===== src/rtl/tsat_pkg.sv =====
package tsat_pkg;

    localparam int ADDR_W = 32;

    typedef enum logic [1:0] {
        MODE_LINEAR = 2'd0,
        MODE_XMAJ   = 2'd1,
        MODE_YMAJ   = 2'd2,
        MODE_LIN_RS = 2'd3
    } mode_e;

    typedef enum logic [1:0] {
        GEO_WIDE     = 2'd0,
        GEO_NAR_TALL = 2'd1,
        GEO_NAR_SHRT = 2'd2,
        GEO_WIDE_RS  = 2'd3
    } geo_e;

    typedef enum logic [2:0] {
        SWZ_OFF    = 3'd0,
        SWZ_A      = 3'd1,
        SWZ_AB     = 3'd2,
        SWZ_AC     = 3'd3,
        SWZ_ABC    = 3'd4,
        SWZ_RS5    = 3'd5,
        SWZ_RS6    = 3'd6,
        SWZ_RS7    = 3'd7
    } swz_e;

    // log2 of tile width, tile height and tile byte size
    typedef struct packed {
        logic [3:0] w_log;
        logic [3:0] h_log;
        logic [3:0] sz_log;
    } geom_t;

    typedef struct packed {
        mode_e             mode;
        geom_t             geom;
        swz_e              swz;
        logic [ADDR_W-1:0] stride;
        logic [ADDR_W-1:0] offset;
    } req_t;

    function automatic geom_t geom_of(input geo_e g);
        geom_t r;
        case (g)
            GEO_NAR_TALL: r = '{w_log: 4'd7, h_log: 4'd5, sz_log: 4'd12};
            GEO_NAR_SHRT: r = '{w_log: 4'd7, h_log: 4'd4, sz_log: 4'd11};
            default:      r = '{w_log: 4'd9, h_log: 4'd3, sz_log: 4'd12};
        endcase
        return r;
    endfunction

    function automatic logic is_tiled(input mode_e m);
        return (m == MODE_XMAJ) || (m == MODE_YMAJ);
    endfunction

    function automatic logic [ADDR_W-1:0] apply_swizzle(input logic [ADDR_W-1:0] v,
                                                       input swz_e s);
        logic                flip;
        logic [ADDR_W-1:0]   r;
        case (s)
            SWZ_A:   flip = v[9];
            SWZ_AB:  flip = v[9] ^ v[10];
            SWZ_AC:  flip = v[9] ^ v[11];
            SWZ_ABC: flip = v[9] ^ v[10] ^ v[11];
            default: flip = 1'b0;
        endcase
        r    = v;
        r[6] = v[6] ^ flip;
        return r;
    endfunction

endpackage


===== src/rtl/tsat_divider.sv =====
module tsat_divider #(
    parameter int W = 32
) (
    input  logic         clk,
    input  logic         rst,
    input  logic         start,
    input  logic [W-1:0] dividend,
    input  logic [W-1:0] divisor,
    output logic         busy,
    output logic         done,
    output logic [W-1:0] quotient,
    output logic [W-1:0] remainder
);
    localparam int CW = (W > 1) ? $clog2(W) : 1;

    logic [CW-1:0] step;
    logic [W-1:0]  dsr;
    logic [W:0]    shifted;
    logic [W:0]    trial;

    always_comb begin
        shifted = {remainder, quotient[W-1]};
        trial   = shifted - {1'b0, dsr};
    end

    always_ff @(posedge clk) begin
        if (rst) begin
            busy      <= 1'b0;
            done      <= 1'b0;
            step      <= '0;
            dsr       <= '0;
            quotient  <= '0;
            remainder <= '0;
        end else begin
            done <= 1'b0;
            if (start) begin
                busy      <= 1'b1;
                step      <= '0;
                dsr       <= divisor;
                quotient  <= dividend;
                remainder <= '0;
            end else if (busy) begin
                if (!trial[W]) begin
                    remainder <= trial[W-1:0];
                    quotient  <= {quotient[W-2:0], 1'b1};
                end else begin
                    remainder <= shifted[W-1:0];
                    quotient  <= {quotient[W-2:0], 1'b0};
                end
                step <= step + CW'(1);
                if (step == CW'(W - 1)) begin
                    busy <= 1'b0;
                    done <= 1'b1;
                end
            end
        end
    end

    assert_rem_bound_R3: assert property (@(posedge clk) disable iff (rst)
        (done && dsr != '0) |-> (remainder < dsr));

    assert_no_restart_R10: assert property (@(posedge clk) disable iff (rst)
        start |-> !busy);

endmodule


===== src/rtl/tsat_tile_map.sv =====
module tsat_tile_map
    import tsat_pkg::*;
(
    input  req_t              cfg,
    input  logic [ADDR_W-1:0] row,
    input  logic [ADDR_W-1:0] col,
    output logic [ADDR_W-1:0] phys
);
    logic [3:0]        span_log;
    logic [3:0]        colh_log;
    logic [ADDR_W-1:0] h_mask;
    logic [ADDR_W-1:0] span_mask;
    logic [ADDR_W-1:0] tile_row;
    logic [ADDR_W-1:0] row_in;
    logic [ADDR_W-1:0] base;
    logic [ADDR_W-1:0] linear_sum;

    always_comb begin
        if (cfg.mode == MODE_YMAJ) begin
            span_log = (cfg.geom.w_log == 4'd7) ? 4'd4 : 4'd5;
            colh_log = (cfg.geom.w_log == 4'd7) ? 4'd9 : 4'd8;
        end else begin
            span_log = cfg.geom.w_log;
            colh_log = cfg.geom.sz_log;
        end
        h_mask     = (ADDR_W'(1) << cfg.geom.h_log) - ADDR_W'(1);
        span_mask  = (ADDR_W'(1) << span_log) - ADDR_W'(1);
        tile_row   = row >> cfg.geom.h_log;
        row_in     = row & h_mask;
        base       = (tile_row * cfg.stride) << cfg.geom.h_log;
        linear_sum = base
                   + (row_in << span_log)
                   + ((col >> span_log) << colh_log)
                   + (col & span_mask);
        phys       = apply_swizzle(linear_sum, cfg.swz);
    end

endmodule


===== src/rtl/tile_addr_xlate.sv =====
module tile_addr_xlate
    import tsat_pkg::*;
(
    input  logic              clk,
    input  logic              rst,
    input  logic              in_valid,
    output logic              in_ready,
    input  logic [ADDR_W-1:0] in_offset,
    input  logic [1:0]        cfg_mode,
    input  logic [1:0]        cfg_geo,
    input  logic [2:0]        cfg_swz,
    input  logic [ADDR_W-1:0] cfg_stride,
    output logic              out_done,
    output logic [ADDR_W-1:0] out_offset,
    output logic              out_error
);
    typedef enum logic [1:0] {ST_IDLE, ST_DIV, ST_HOLD} state_e;

    state_e            state;
    req_t              req_in;
    req_t              req_q;
    logic              accept;
    logic              bad_stride;
    logic              div_start;
    logic              div_busy;
    logic              div_done;
    logic [ADDR_W-1:0] div_quo;
    logic [ADDR_W-1:0] div_rem;
    logic [ADDR_W-1:0] w_mask;
    logic [ADDR_W-1:0] mapped;

    always_comb begin
        req_in.mode   = mode_e'(cfg_mode);
        req_in.geom   = geom_of(geo_e'(cfg_geo));
        req_in.swz    = swz_e'(cfg_swz);
        req_in.stride = cfg_stride;
        req_in.offset = in_offset;
        w_mask        = (ADDR_W'(1) << req_in.geom.w_log) - ADDR_W'(1);
        bad_stride    = (cfg_stride == '0) || ((cfg_stride & w_mask) != '0);
        in_ready      = (state == ST_IDLE);
        accept        = in_valid && in_ready;
        div_start     = accept && is_tiled(req_in.mode) && !bad_stride;
    end

    tsat_divider #(.W(ADDR_W)) u_div (
        .clk       (clk),
        .rst       (rst),
        .start     (div_start),
        .dividend  (in_offset),
        .divisor   (cfg_stride),
        .busy      (div_busy),
        .done      (div_done),
        .quotient  (div_quo),
        .remainder (div_rem)
    );

    tsat_tile_map u_map (
        .cfg  (req_q),
        .row  (div_quo),
        .col  (div_rem),
        .phys (mapped)
    );

    always_ff @(posedge clk) begin
        if (rst) begin
            state      <= ST_IDLE;
            req_q      <= '0;
            out_done   <= 1'b0;
            out_error  <= 1'b0;
            out_offset <= '0;
        end else begin
            out_done  <= 1'b0;
            out_error <= 1'b0;
            case (state)
                ST_IDLE: if (accept) begin
                    req_q <= req_in;
                    if (!is_tiled(req_in.mode)) begin
                        out_offset <= in_offset;
                        out_done   <= 1'b1;
                        state      <= ST_HOLD;
                    end else if (bad_stride) begin
                        out_offset <= '0;
                        out_error  <= 1'b1;
                        out_done   <= 1'b1;
                        state      <= ST_HOLD;
                    end else begin
                        state <= ST_DIV;
                    end
                end
                ST_DIV: if (div_done) begin
                    out_offset <= mapped;
                    out_done   <= 1'b1;
                    state      <= ST_HOLD;
                end
                default: state <= ST_IDLE;
            endcase
        end
    end

    assert_done_pulse_R10: assert property (@(posedge clk) disable iff (rst)
        out_done |=> !out_done);

    assert_ready_low_done_R10: assert property (@(posedge clk) disable iff (rst)
        out_done |-> !in_ready);

    assert_error_zero_R9: assert property (@(posedge clk) disable iff (rst)
        out_error |-> (out_done && out_offset == '0));

    assert_linear_pass_R2: assert property (@(posedge clk) disable iff (rst)
        (out_done && !is_tiled(req_q.mode)) |-> (out_offset == req_q.offset));

    assert_div_only_busy_R10: assert property (@(posedge clk) disable iff (rst)
        div_busy |-> (state == ST_DIV));

endmodule


===== config.mk =====
export PLATFORM = sky130hd
export DESIGN_NAME = tile_addr_xlate
export DESIGN_NICKNAME = d
export VERILOG_FILES = /design/src/rtl/tsat_pkg.sv /design/src/rtl/tsat_divider.sv /design/src/rtl/tsat_tile_map.sv /design/src/rtl/tile_addr_xlate.sv
export SDC_FILE = /design/constraint.sdc
export NUM_CORES = 2
export LEC_CHECK = 0
export BUFFER_PORTS_ARGS = -buffer_cell sky130_fd_sc_hd__clkbuf_2
export CORE_ASPECT_RATIO = 0.5
export CORE_UTILIZATION = 50
export CTS_CLUSTER_DIAMETER = 50
export CTS_CLUSTER_SIZE = 30
export DETAILED_ROUTE_END_ITERATION = 16
export GPL_TIMING_DRIVEN = 0
export PLACE_DENSITY = 0.72
export SYNTH_ARGS = -nofsm -noshare
export SYNTH_HDL_FRONTEND = slang
export SYNTH_SLANG_ARGS = --single-unit

===== constraint.sdc =====
create_clock -name clk -period 11.3 [get_ports clk]
set_input_delay 1.13 -clock clk [delete_from_list [all_inputs] [get_ports clk]]
set_output_delay 1.13 -clock clk [all_outputs]
set_load 0.02 [all_outputs]

* Word-level counts from Yosys, hierarchy flattened
Index checks and enable logic that the tools add are counted.
** Storage, ports and cells
- Flip-flop bits (word level) :: 188
- Input port bits :: 74
- Output and inout port bits :: 35
- Logic and storage cells :: 105
** Cells by class
- $add $sub $neg :: 8
- Multiply operators :: 1
- Equal/unequal tests :: 15
- Shifts and indexed selects :: 8
- Muxes and demuxes :: 29
- Bitwise operators :: 11
- Reductions and logical operators :: 17
** Operator list (count)
- $mux W32 :: 7
- $add A32 B32 Y32 :: 3
- $and A32 B32 Y32 :: 3
- $shl A1 B4 Y32 const A :: 3
- $shl A32 B4 Y32 :: 3
- $sub A32 B2 Y32 const B :: 3
- $pmux W32 S2 :: 1
- $shr A32 B4 Y32 :: 2
- $sub A33 B32 Y33 :: 1
- $logic_not A32 Y1 :: 1
- $mul A32 B32 Y32 :: 1
- $reduce_bool A32 Y1 :: 1
- $pmux W12 S2 :: 1
- $mux W1 :: 11
- $mux W2 :: 4
- $mux W4 :: 2
- $eq A2 B1 Y1 const B :: 3
- $eq A2 B2 Y1 const B :: 3
- $eq A3 B2 Y1 const B :: 2
- $add A5 B1 Y5 const B :: 1
- $eq A5 B5 Y1 const B :: 1
- $eq A4 B3 Y1 const B :: 1
- $ne A2 B1 Y1 const B :: 2
- $not A1 Y1 :: 4
- 17 further kinds :: 25

* Depth between registers and ports, before layout
- Word-level depth :: 13
- Mapped depth :: 49
- Mapped depth without buffers :: 44

* Hierarchy
Synthesis repeated with hierarchy kept, for this count alone.
** Second synthesis, totals
- Cell total of the unflattened synthesis :: 4597
- Area total of the unflattened synthesis :: 37442.2 um2
** Modules (own cells, without submodules)
- tsat_tile_map :: instances 1, cells each 3300, area each 26655.6 um2, sequential area each 0.0 um2
- tsat_divider :: instances 1, cells each 764, area each 6194.7 um2, sequential area each 2062.0 um2
- tile_addr_xlate :: instances 1, cells each 533, area each 4591.9 um2, sequential area each 2202.1 um2

* Least setup slack after synthesis
Ideal clock, no wire load.
- Kind :: flip-flop to flip-flop
- Start :: reg req_q[72] (netlist bit)
- End :: reg out_offset[31]
- Arrival time :: 10417 ps
- Data required time :: 11163 ps
- Setup slack :: 746 ps
- Cell stages (with the launch flop) :: 46
- Buffers on the path :: 4
- Clock period less this slack :: 10554 ps
- Path through :: dfxtp_1 buf_6 buf_6 buf_6 mux4_2 mux2_2 clkbuf_1 and2_1 fa_1 fa_1 fa_1 inv_1 fa_1 inv_1 fa_1 inv_1 fa_1 inv_1 [10 not listed] nand2_1 xnor2_1 nor2_1 a211oi_1 a311o_1 o21ai_0 fa_1 ha_1 nand3_1 nor2_1 a211o_1 a22oi_1 a21oi_1 a21o_1 a21oi_1 xnor2_1 xnor2_1 a31oi_1
** Between the ends
- Word-level cells in the longest chain between the ends :: 9
** Ends and longest elaborated chain
- start: declaration :: line tile_addr_xlate.sv:21 : req_t req_q;
- start signal: assignment :: line tile_addr_xlate.sv:76 : req_q <= req_in;
- parallel branches: the longest is 4 deep, another holds $mul A32 B32 Y32
- $add A32 B32 Y32 (*) :: line tsat_tile_map.sv:32 : + (row_in << span_log)
- $add A32 B32 Y32 (*) :: line tsat_tile_map.sv:33 : + ((col >> span_log) << colh_log)
- $add A32 B32 Y32 (*) :: line tsat_tile_map.sv:34 : + (col & span_mask);
- $mux W32 (*) :: line tile_addr_xlate.sv:90 : ST_DIV: if (div_done) begin
- $pmux W32 S2 (*) :: line tile_addr_xlate.sv:74 : case (state)
- end signal: assignment :: line tile_addr_xlate.sv:78 : out_offset <= in_offset;
- end signal: assignment :: line tile_addr_xlate.sv:91 : out_offset <= mapped;
- end: declaration :: line tile_addr_xlate.sv:14 : output logic [ADDR_W-1:0] out_offset,
Mark *: on every way between the ends. The select of a mux whose other input is x is not followed.
A chain may end at the register's enable or synchronous reset.

* Worst setup path after layout
Ends and elaborated chain as after synthesis.

==> impl_metrics.toml <==
[run_status]
status = "completed"

[place]
hpwl_mm = 98.12
dp_slack_ps = -1540
portBuffers = 108
place.gp.congestion = 1.075
dp_cells = 4958

[worst_setup_path]
slowest_delay_ps = 570
ff2ff_path_depth = 42
crit_type = "flop to flop"
slowest_stage = "fa_2"
required_ps = 11610
rr_startpoint = "req_q[72]"
cp_num_buf_inv = 9
cp_top_family = "adder cells"
r2r_end = "out_offset[31]"
cp.arrival_ps = 11480
startpoint_type = "flop"
crit_fanout = 7
rrSetupSlack_ps = 130
cp_common_cell = "fa_1"
cp-end-kind = "flop"

[global_routing]
grt_pass1_vias = 29530
grt_max_degree = 22
grt_overflow = 0
antenna_found_initial = 6
grt_pass1_wl_mm = 179.3
gr-usage-all-layers = 0.3608

[finish]
stdcell_count = 5023
multi_input_area_mm2 = 0.02669
flow.area_growth_from_synthesis_pct = 9.528
fin_nets = 4876
nFillCells = 5959
layout_commonest_cell = "nand2_1"
drive_gt1_frac = 0.09299
layout_common_cells = "602 x nand2_1, 496 x inv_1, 465 x fa_1"
seq_area_mm2 = 0.003625

[sta]
finalSetupViolCount = 0
finalCritPeriodShare = 0.9885
hold_viol = 0
skew_ps = 20.66
relSlewSlack = 0.2078
fmax_mhz = 89.53
rsz0062_at_grt = "yes"
slew_violations = 0
worst_slack_ps = 130.4
min_period_ps = 11170
tightestPinTransition_ps = 1188

[clocking]
clockBufferDepth = 2
clk_pin_slew_ps = 80
tritoncts = "done"
cts_sinks = 181
numCtsBuffers = 17
htreeDepth = 4
root_buffer = "clkbuf_16"
clk_latency_ps = 470

[yosys]
yosysWarnings = 0
synth_edf_count = 0
synth_flop_cell = "dfxtp_1"
netlist_area_mm2 = 0.03275
synth.avg_cell_area_um2 = 8.254
synth_seq_cells = 181
syn_inst = 3968
synth_cell_types = 74
seq_area_frac_synth = 0.1106
ys_async_sr_fraction = 0

[floorplan]
chipWidth_um = 364.0
dieArea_mm2 = 0.06659
die_y_um = 183.0
io_pins = 109
rows = 65
initial_utilization = 0.5124
core_area_mm2 = 0.06392

[job]
maxCapViolCount = 0

[route]
drc_errors = 0
routed_wl_mm = 120.6
first_pass_iters = 6
num_vias = 30500
routedWlPerCell_um = 24.02
viasPerCell = 6.071
ant_nets = 0
drtIter0Drc = 3747

[power_and_ir_drop]
power_density_mw_per_mm2 = 60.05
vdd_drop_max_mv = 0.09337
p_leak_nw = 16.33
finalPower_mw = 2.154

[min_path]
worst_hold_path.endpoint = "u_div.dsr[3]"
holdPathStages = 2
min_path_type = "flop to flop"
min-delay-start = "u_div.dsr[3]"
## what timing repair did
action	4_1_cts	5_1_grt
buffers inserted	6	28
gates resized for setup	85	101
hold buffers	0	0
cloned	0	2
pin swaps	11	43
setup endpoints to repair	17	9
## worst register-to-register path: cells and delay by family, from the launching register on
kind | cells | cell delay, ps
adders and majority gates | 11 | 5240
AOI/OAI and AO/OA | 14 | 2640
buffers and inverters | 9 | 910
muxes | 2 | 870
xor gates and xnor gates | 3 | 510
and+or+nand+nor | 3 | 500
DFF | 1 | 330
## Yosys cell counts (30+ instances only)
cell type,count,share of area
mux2_2,48,0.017
nand2_1,604,0.069
fa_1,471,0.29
nand3_1,41,0.0063
a21o_1,39,0.0089
o21ai_0,142,0.022
mux4_2,35,0.024
xor2_1,36,0.0096
inv_1,499,0.057
and2_1,297,0.057
xnor2_1,105,0.028
dfxtp_1,181,0.11
clkbuf_1,207,0.024
a31oi_1,30,0.0057
nor3_1,56,0.0086
nor2_1,218,0.025
ha_1,193,0.074
mux2i_1,142,0.043
a21oi_1,238,0.036
a211oi_1,59,0.014
## sequential cells by signal (all words and copies together), names as in the netlist
register,count
req_q,42
out_error,1
u_div.step,5
u_div.done,1
u_div.quotient,32
u_div.remainder,32
u_div.busy,1
out_done,1
out_offset,32
u_div.dsr,32
state,2
## stage by stage
step	util	setup TNS [ps]	hold slack [ps]	cell area, µm²
2_1_floorplan	-	0	419.7	32790
4_1_cts	0.5536	0	446.2	35390
3_5_place_dp	0.5385	-13320	434.7	34420
6_report	0.5612	0	443.9	35870
5_1_grt	0.5611	-294.4	465.5	35870
3_3_place_gp	0.5385	-11560	430.0	34420
## power breakdown
part	internal, mW	total (mW)	leakage (nW)	switching [mW]
Sequential	0.657	0.685	1.47	0.0284
Combinational	0.285	0.850	14.6	0.565
Clock	0.304	0.619	0.301	0.315
Total	1.25	2.15	16.3	0.909
## routing by layer
metal  part of all wire  wire length (µm)  global-route usage  up-vias
met3               0.12             13970             0.08147      350
met4              0.052              6299              0.1607        4
met2               0.43             51560              0.5418     1842
met5            0.00020                24                   0        -
met1               0.40             48780              0.4976    15080
li1                   -                 -                   -    13220
## cell type report
class / instances / area share
repair buffers: 144 / 0.02358
clock buffers: 17 / 0.01186
multi-input cells: 3050 / 0.7440
well taps: 871 / 0.03038
clock inverters: 15 / 0.005546
diodes: 1 / 0.00006976
inverters: 502 / 0.05256
flip-flops and latches: 181 / 0.1010
plain buffers: 242 / 0.03097
## cells by family after synthesis
kind of cell | count (synthesis) | synth area share
xor+xnor | 143 | 0.03908
flops | 181 | 0.1106
compound gates | 670 | 0.1266
mux | 227 | 0.08511
other cells | 2 | 0.0002293
fa+ha+maj | 664 | 0.3616
buf+inv | 748 | 0.08744
simple gates | 1333 | 0.1893
## how the worst max path moves through the flow
stage / end / cells after the start / start
detailed placement: out_offset[31] / 48 / req_q[77]
global placement: out_offset[31] / 48 / req_q[77]
finish: out_offset[31] / 42 / req_q[72]
global route: out_offset[31] / 43 / req_q[69]
floorplan: out_offset[31] / 45 / req_q[72]
CTS: out_offset[31] / 48 / req_q[69]
Power figures use the tool's default switching activity.
